===== src/rtl/mbox_pkg.sv =====
// Shared constants for the mailbox unit: host register offsets and status field width.
package mbox_pkg;
    typedef enum logic [1:0] {
        HA_IN_DATA  = 2'd0,
        HA_OUT_DATA = 2'd1,
        HA_STATUS   = 2'd2,
        HA_RSVD     = 2'd3
    } host_addr_e;

    localparam int STAT_FIELD_W = 8;
endpackage


===== src/rtl/mbox_fifo.sv =====
// Small circular message queue with a registered occupancy count.
// Assumes pop is only asserted while the queue is not empty.
// OVERWRITE=1 makes a push into a full queue (with no pop in the same cycle)
// replace the newest entry; OVERWRITE=0 drops such a push (the caller gates it).
module mbox_fifo #(
    parameter int DATA_W    = 32,
    parameter int DEPTH     = 4,
    parameter bit OVERWRITE = 1'b0,
    localparam int CNT_W    = $clog2(DEPTH + 1)
) (
    input  logic              clk,
    input  logic              rst_n,
    input  logic              push,
    input  logic [DATA_W-1:0] push_data,
    input  logic              pop,
    output logic [DATA_W-1:0] head,
    output logic [CNT_W-1:0]  count
);
    localparam int PTR_W = (DEPTH > 1) ? $clog2(DEPTH) : 1;
    localparam logic [PTR_W-1:0] LAST   = PTR_W'(DEPTH - 1);
    localparam logic [CNT_W-1:0] FULL_C = CNT_W'(DEPTH);

    logic [DATA_W-1:0] mem [DEPTH];
    logic [PTR_W-1:0]  wr_ptr, rd_ptr, newest;
    logic              full, do_push, do_ovw;

    assign full    = (count == FULL_C);
    assign do_push = push && (!full || pop);
    assign newest  = (wr_ptr == '0) ? LAST : wr_ptr - 1'b1;
    assign head    = mem[rd_ptr];

    // Select whether a push into a full queue replaces the newest entry.
    generate
        if (OVERWRITE) begin : g_ovw
            assign do_ovw = push && full && !pop;
        end else begin : g_drop
            assign do_ovw = 1'b0;
        end
    endgenerate

    // Advance a pointer around the ring.
    function automatic logic [PTR_W-1:0] bump(input logic [PTR_W-1:0] p);
        return (p == LAST) ? '0 : p + 1'b1;
    endfunction

    // Storage and pointer update for push, overwrite and pop.
    always_ff @(posedge clk) begin
        if (!rst_n) begin
            wr_ptr <= '0;
            rd_ptr <= '0;
            for (int i = 0; i < DEPTH; i++) mem[i] <= '0;
        end else begin
            if (do_push) begin
                mem[wr_ptr] <= push_data;
                wr_ptr      <= bump(wr_ptr);
            end else if (do_ovw) begin
                mem[newest] <= push_data;
            end
            if (pop) rd_ptr <= bump(rd_ptr);
        end
    end

    // Occupancy count, visible one cycle after each push or pop.
    always_ff @(posedge clk) begin
        if (!rst_n)                count <= '0;
        else if (do_push && !pop)  count <= count + 1'b1;
        else if (!do_push && pop)  count <= count - 1'b1;
    end
endmodule


===== src/rtl/mbox_host_if.sv =====
// Host register decode: routes writes to the inbound queue, pops the outbound
// slot on data reads, and builds the packed status word. Never stalls; reads
// are combinational in the strobe cycle.
module mbox_host_if
    import mbox_pkg::*;
#(
    parameter int DATA_W    = 32,
    parameter int IN_DEPTH  = 4,
    parameter int OUT_DEPTH = 1,
    localparam int IN_CW    = $clog2(IN_DEPTH + 1),
    localparam int OUT_CW   = $clog2(OUT_DEPTH + 1)
) (
    input  logic              h_wr_en,
    input  logic              h_rd_en,
    input  logic [1:0]        h_addr,
    input  logic [DATA_W-1:0] h_wr_data,
    input  logic [DATA_W-1:0] out_head,
    input  logic [OUT_CW-1:0] out_count,
    input  logic [IN_CW-1:0]  in_count,
    output logic              in_push,
    output logic [DATA_W-1:0] in_push_data,
    output logic              out_pop,
    output logic [DATA_W-1:0] h_rd_data
);
    logic [IN_CW-1:0] in_free;
    logic             out_has;

    assign in_free      = IN_CW'(IN_DEPTH) - in_count;
    assign out_has      = (out_count != '0);
    assign in_push      = h_wr_en && (h_addr == HA_IN_DATA);
    assign in_push_data = h_wr_data;
    assign out_pop      = h_rd_en && (h_addr == HA_OUT_DATA) && out_has;

    // Read data mux: outbound message, status word, or zero.
    always_comb begin
        h_rd_data = '0;
        if (h_rd_en) begin
            case (h_addr)
                HA_OUT_DATA: if (out_has) h_rd_data = out_head;
                HA_STATUS:   h_rd_data = DATA_W'({STAT_FIELD_W'(in_free),
                                                  STAT_FIELD_W'(out_count)});
                default:     h_rd_data = '0;
            endcase
        end
    end
endmodule


===== src/rtl/mbox_unit.sv =====
// Two-sided mailbox: 4-deep inbound queue (host to compute) and 1-deep
// outbound slot (compute to host). The compute side handshakes and stalls;
// the host side never blocks. Synchronous active-low reset.
module mbox_unit #(
    parameter int DATA_W    = 32,
    parameter int IN_DEPTH  = 4,
    parameter int OUT_DEPTH = 1
) (
    input  logic                              clk,
    input  logic                              rst_n,
    input  logic                              c_rd_req,
    output logic                              c_rd_ack,
    output logic [DATA_W-1:0]                 c_rd_data,
    input  logic                              c_wr_req,
    input  logic [DATA_W-1:0]                 c_wr_data,
    output logic                              c_wr_ack,
    output logic [$clog2(IN_DEPTH+1)-1:0]     c_in_count,
    output logic [$clog2(OUT_DEPTH+1)-1:0]    c_out_free,
    input  logic                              h_wr_en,
    input  logic                              h_rd_en,
    input  logic [1:0]                        h_addr,
    input  logic [DATA_W-1:0]                 h_wr_data,
    output logic [DATA_W-1:0]                 h_rd_data
);
    localparam int IN_CW  = $clog2(IN_DEPTH + 1);
    localparam int OUT_CW = $clog2(OUT_DEPTH + 1);

    logic              in_push, out_pop;
    logic [DATA_W-1:0] in_push_data, out_head;
    logic [IN_CW-1:0]  in_count;
    logic [OUT_CW-1:0] out_count;

    assign c_rd_ack   = c_rd_req && (in_count != '0);
    assign c_wr_ack   = c_wr_req && (out_count != OUT_CW'(OUT_DEPTH));
    assign c_in_count = in_count;
    assign c_out_free = OUT_CW'(OUT_DEPTH) - out_count;

    mbox_fifo #(.DATA_W(DATA_W), .DEPTH(IN_DEPTH), .OVERWRITE(1'b1)) i_in_q (
        .clk(clk), .rst_n(rst_n),
        .push(in_push), .push_data(in_push_data),
        .pop(c_rd_ack), .head(c_rd_data), .count(in_count)
    );

    mbox_fifo #(.DATA_W(DATA_W), .DEPTH(OUT_DEPTH), .OVERWRITE(1'b0)) i_out_q (
        .clk(clk), .rst_n(rst_n),
        .push(c_wr_ack), .push_data(c_wr_data),
        .pop(out_pop), .head(out_head), .count(out_count)
    );

    mbox_host_if #(.DATA_W(DATA_W), .IN_DEPTH(IN_DEPTH), .OUT_DEPTH(OUT_DEPTH)) i_host (
        .h_wr_en(h_wr_en), .h_rd_en(h_rd_en), .h_addr(h_addr), .h_wr_data(h_wr_data),
        .out_head(out_head), .out_count(out_count), .in_count(in_count),
        .in_push(in_push), .in_push_data(in_push_data),
        .out_pop(out_pop), .h_rd_data(h_rd_data)
    );
endmodule


===== config.mk =====
export PLATFORM = sky130hd
export DESIGN_NAME = mbox_unit
export DESIGN_NICKNAME = d
export VERILOG_FILES = /design/src/rtl/mbox_pkg.sv /design/src/rtl/mbox_fifo.sv /design/src/rtl/mbox_host_if.sv /design/src/rtl/mbox_unit.sv
export SDC_FILE = /design/constraint.sdc
export NUM_CORES = 1
export LEC_CHECK = 0
export BUFFER_PORTS_ARGS = -buffer_cell sky130_fd_sc_hd__buf_2
export CORE_MARGIN = 2
export CORE_UTILIZATION = 55
export CTS_CLUSTER_SIZE = 8
export DETAILED_ROUTE_END_ITERATION = 8
export PLACE_DENSITY = 0.89
export SYNTH_ARGS = -nofsm -noshare
export SYNTH_HDL_FRONTEND = slang
export SYNTH_HIERARCHICAL = 1
export SYNTH_SLANG_ARGS = --single-unit

===== constraint.sdc =====
create_clock -name clk -period 5.6 [get_ports clk]
set_clock_uncertainty 0.15 [all_clocks]
set_input_delay 0.84 -clock clk [delete_from_list [all_inputs] [get_ports clk]]
set_output_delay 0.84 -clock clk [all_outputs]
set_load 0.02 [all_outputs]

; Yosys cells after proc, flatten, opt, wreduce, memory -nomap -nowiden
; Memories as Yosys holds them, arrays and structs flattened. A register that Yosys moved wholly into a read port is not among the register bits.
; Index checks and enable logic that the tools add are counted.
[classes]
add_sub_neg = 9
eq_ne = 5
mux = 31
n_bitwise = 1
reduce_logical = 29
[ops]
columns = cell, count
row1 = 32-bit 2-to-1 mux, 5
row2 = 32-bit OR reduction, 3
row3 = 32-bit one-hot mux with 2 select lines, 1
row4 = 1-bit 2-to-1 mux, 16
row5 = 2-bit 2-to-1 mux, 7
row6 = 1-bit logical AND, 13
row7 = "2-bit == test, second input constant", 3
row8 = 1-bit zero test, 6
row9 = 3-bit 2-to-1 mux, 2
row10 = "2-bit by 1-bit adder with 2-bit output, second input constant", 2
row11 = 2-bit zero test, 2
row12 = 2-bit nonzero test, 2
row13 = "3-bit by 1-bit adder with 3-bit output, second input constant", 1
row14 = "3-bit == test, second input constant", 1
row15 = 3-bit nonzero test, 1
row16 = "3-bit by 1-bit subtractor with 3-bit output, second input constant", 1
row17 = "3-bit subtractor, first input constant", 1
row18 = "2-bit by 1-bit == test with 1-bit output, second input constant", 1
row19 = 1-bit logical OR, 2
row20 = "2-bit by 1-bit subtractor with 2-bit output, second input constant", 1
row21 = "1-bit adder, second input constant", 1
row22 = 1-bit NOT, 1
row23 = "1-bit subtractor, first input constant", 1
row24 = "1-bit subtractor, second input constant", 1
[word_totals]
register_bits = 8
mem_bits_rw = 160
input_bits = 72
out_inout_bits = 70
memories = 2
[mem_list]
columns = memory, words, word_bits, read_ports, rd_ports_with_merged_regs, wr, line
row1 = i_in_q.mem, 4, 32, 1, 1, 4, mbox_fifo.sv:23  ; logic [DATA_W-1:0] mem [DEPTH];
row2 = i_out_q.mem, 1, 32, 1, 0, 1, mbox_fifo.sv:23

; Longest topological paths before layout
[depth]
depth_word = 10
ltp_mapped = 11
depth_no_buf = 11

; By module
; The synthesis kept the hierarchy.
[by_module_without_submodules]
columns = module, n_inst, cells_per_inst, area_each_um2, seq_area_each_um2
row1 = mbox_fifo at i_in_q, 1, 405, 5873.1, 4023.9
row2 = mbox_fifo at i_out_q, 1, 79, 1480.2, 980.9
row3 = mbox_host_if, 1, 84, 595.6, 0.0
row4 = mbox_unit, 1, 3, 18.8, 0.0

; Least setup slack after synthesis
; No wires, ideal clock.
[synth_timing]
kind = input port to flip-flop
start = input c_rd_req
end = memory i_in_q.mem[0][0], enable pin
setup_ns = 0.466
t_arrival_ns = 4.075
required_ns = 4.984
path_slack_ns = 0.909
cell_stages = 4
cell_sequence = o31a_1 nor4b_4 mux2i_1 o21ai_0
[synth_lines]
columns = element, line
row1 = start: declaration, mbox_unit.sv:11  ; input logic c_rd_req,
row2 = end: declaration, mbox_fifo.sv:23

==> impl_metrics.ini <==
[run_status]
outcome = finished, final reports clean

[critical_path]
rr_startpoint = i_in_q/count[0]$_SDFFE_PN0P_
max_stage_delay_ps = 1040
worst_setup_path_start_kind = register
r2r_setup_slack_ps = 2010
end_kind = register
cp_data_required_time_ps = 5470
slowest_stage = mux2i_4
worstSetupPathType = register to register
path_cells = o31a_1 > nor4b_4 > mux2i_4 > o21ai_4
worstPathMaxFanout = 33
crit_path_start = i_in_q/count[0]$_SDFFE_PN0P_
arrival_ps = 3460

[routing]
antenna_left = 0
dr.max_layer_used = met5
wl_met3_mm = 1.65
drc = 0
viasPerCell = 5.74
wl_met1_mm = 6.04
via_count = 4959
wl_met2_mm = 8.87
routedWlPerCell_um = 19.6
wl_mm = 16.9
dr.pass1.iters = 5
drt-initial-drc-count = 455

[die]
row_count = 43
io_pins = 142
start_util = 0.567
die_width_um = 124
dieArea_um2 = 15500
die_h_um = 124
coreArea_um2 = 14000

[logic_synthesis]
syn_inst = 571
ys_ff_latch = 170
yosysWarnings = 6
avgSynthCellArea_um2 = 14.0
seq_area_frac_synth = 0.628
synth_edf_count = 160
synthArstFlopShare = 0
syn_area_um2 = 7970
yosys.cell_types.count = 40
mappedNetlistNets = 652
synthFlopType = edfxtp_1

[clock_tree]
cts_tree = built
cts_root_buf = clkbuf_16
ctsHtreeMaxLevel = 4
cts_sinks = 170
clockBufferDepth = 2
cts_buffers = 17
cts.repair.resized = 0
clk_pin_slew_worst_paths_ps = 60
cts_setup_buffers = 0
holdBufCountCts = 0
worstSkewPairLatency_ps = 420

[grt]
gr-total-overflow = 0
grt_antenna_before_repair = 2
track_usage = 0.221
grt_pass1_wl_mm = 26.6
grt_max_degree = 34
grt_pass1_vias = 5338

[sta]
hold_viol = 0
fmax_ghz = 0.278
max_slew_margin = 0.222
tightest_slew_ps = 1140
fin_ws_ps = 2010
tns_ps = 0
rsz0062_at_grt = no
setup_violations = 0
drv_slew = 0
min_period_ps = 3590
fin_crit_sh = 0.642

[cells_and_area]
drive_gt1_frac = 0.365
final_core_util = 0.649
nets = 751
design_area_um2 = 9110
nFillCells = 974
syn2layout_area_growth_pct = 14.4

[worst_hold_path]
worstHoldPathType = register to register
hold_start = i_in_q/rd_ptr[1]$_SDFFE_PN0P_

[pwr]
seqPwrFrac = 0.467
ir_drop_mv = 0.198
p_int_mw = 2.35
leakage_nw = 3.72
p_per_area_nw_per_um2 = 363
clock_power_share = 0.327
total_power_mw = 3.30
switching_share = 0.289
p_comb_frac = 0.206
p_sw_mw = 0.956

[place]
place_ws_ps = 1710
numPortBuffers = 141
dp_hpwl_mm = 10.6
place_area_um2 = 8570
gp_congestion = 0.762

[flow_run]
maxCapViolCount = 0
[final cells by class]
class                           count  area, um2  area share
Inverter                           43        161      0.0177
Multi-Input combinational cell    291       2420       0.266
Clock inverter                     13        113      0.0124
Timing Repair Buffer              147        751      0.0824
Tap cell                          180        225      0.0247
Antenna cell                        1       2.50    0.000275
Clock buffer                       19        433      0.0475
Sequential cell                   170       5010       0.549
[stage by stage]
step	hold slack [ps]	instances
finish	401	864
global route	444	863
CTS	398	863
detailed placement	384	831
global placement	379	831
floorplan	347	571
[cell usage after synthesis, types with 7 or more instances]
master,count,share of area
mux4_2,32,0.090
buf_4,33,0.031
nand2_1,35,0.016
nor2_1,68,0.032
dfxtp_1,10,0.025
buf_2,17,0.011
edfxtp_1,160,0.60
a21oi_1,34,0.021
nor3b_2,29,0.046
ha_1,8,0.013
nor2b_1,7,0.0055
and2_1,31,0.024
clkbuf_1,8,0.0038
buf_6,7,0.0099
inv_1,43,0.020
[flip-flops by register name (all words and copies together), names as in the netlist, named ones only]
signal / count
i_in_q/wr_ptr: 2
i_in_q/count: 3
i_in_q/mem: 128
i_out_q/mem: 32
i_in_q/rd_ptr: 2
i_out_q/count: 1
[worst paths after layout]
path,to,cells after the start
max reg2reg,i_in_q/mem[2][28]$_SDFFCE_PN0P_,4
min,register,2
max,i_in_q/mem[2][28]$_SDFFCE_PN0P_,4
min reg2reg,register,2
[logic make-up (layout without fill, tap and decap cells)]
group,count (synthesis),in the layout,share of synthesized area
other cells,0,1,0
simple gates,195,195,0.148
buf+inv,110,222,0.0766
xor+xnor,4,4,0.00440
flops,170,170,0.628
fa+ha+maj,9,9,0.0151
compound gates,47,47,0.0327
mux,36,36,0.0955
[critical path, delay by kind of cell, from the launching register on]
kind,cells,cell delay (ps)
and+or+nand+nor,1,640
AOI/OAI and AO/OA,2,930
muxes,1,1040
DFF,1,420
[metal layers]
layer	track usage	vias to the layer above
met2	0.391	267
met1	0.243	2451
met4	0.0886	2
met3	0.0747	31
met5	0	-
li1	-	2208
[power by group through the flow]
stage | sequential [mW] | clock [mW] | combinational [mW]
6_report | 1.54 | 1.08 | 0.682
5_1_grt | 1.55 | 1.15 | 0.729
4_1_cts | 1.54 | 1.10 | 0.689
3_5_place_dp | 1.57 | 0 | 0.684
3_3_place_gp | 1.56 | 0 | 0.669
2_1_floorplan | 1.55 | 0 | 0.512
[cell usage in the layout (no fill, tap or decap), drive strengths merged, types with 2 or more instances in the layout]
| master | n |
|---|---|
| xor2 | 2 |
| nor2b | 7 |
| inv | 49 |
| clkinv | 5 |
| dfxtp | 10 |
| buf | 147 |
| and2 | 31 |
| o21ai | 6 |
| mux4 | 32 |
| clkinvlp | 2 |
| nand4 | 3 |
| nor3b | 35 |
| a32oi | 2 |
| a21boi | 2 |
| clkbuf | 19 |
| edfxtp | 160 |
| nor2 | 68 |
| xnor2 | 2 |
| ha | 8 |
| mux2i | 4 |
| a21oi | 34 |
| nand2 | 36 |
| nand3 | 5 |
Power figures use the tool's default switching activity.
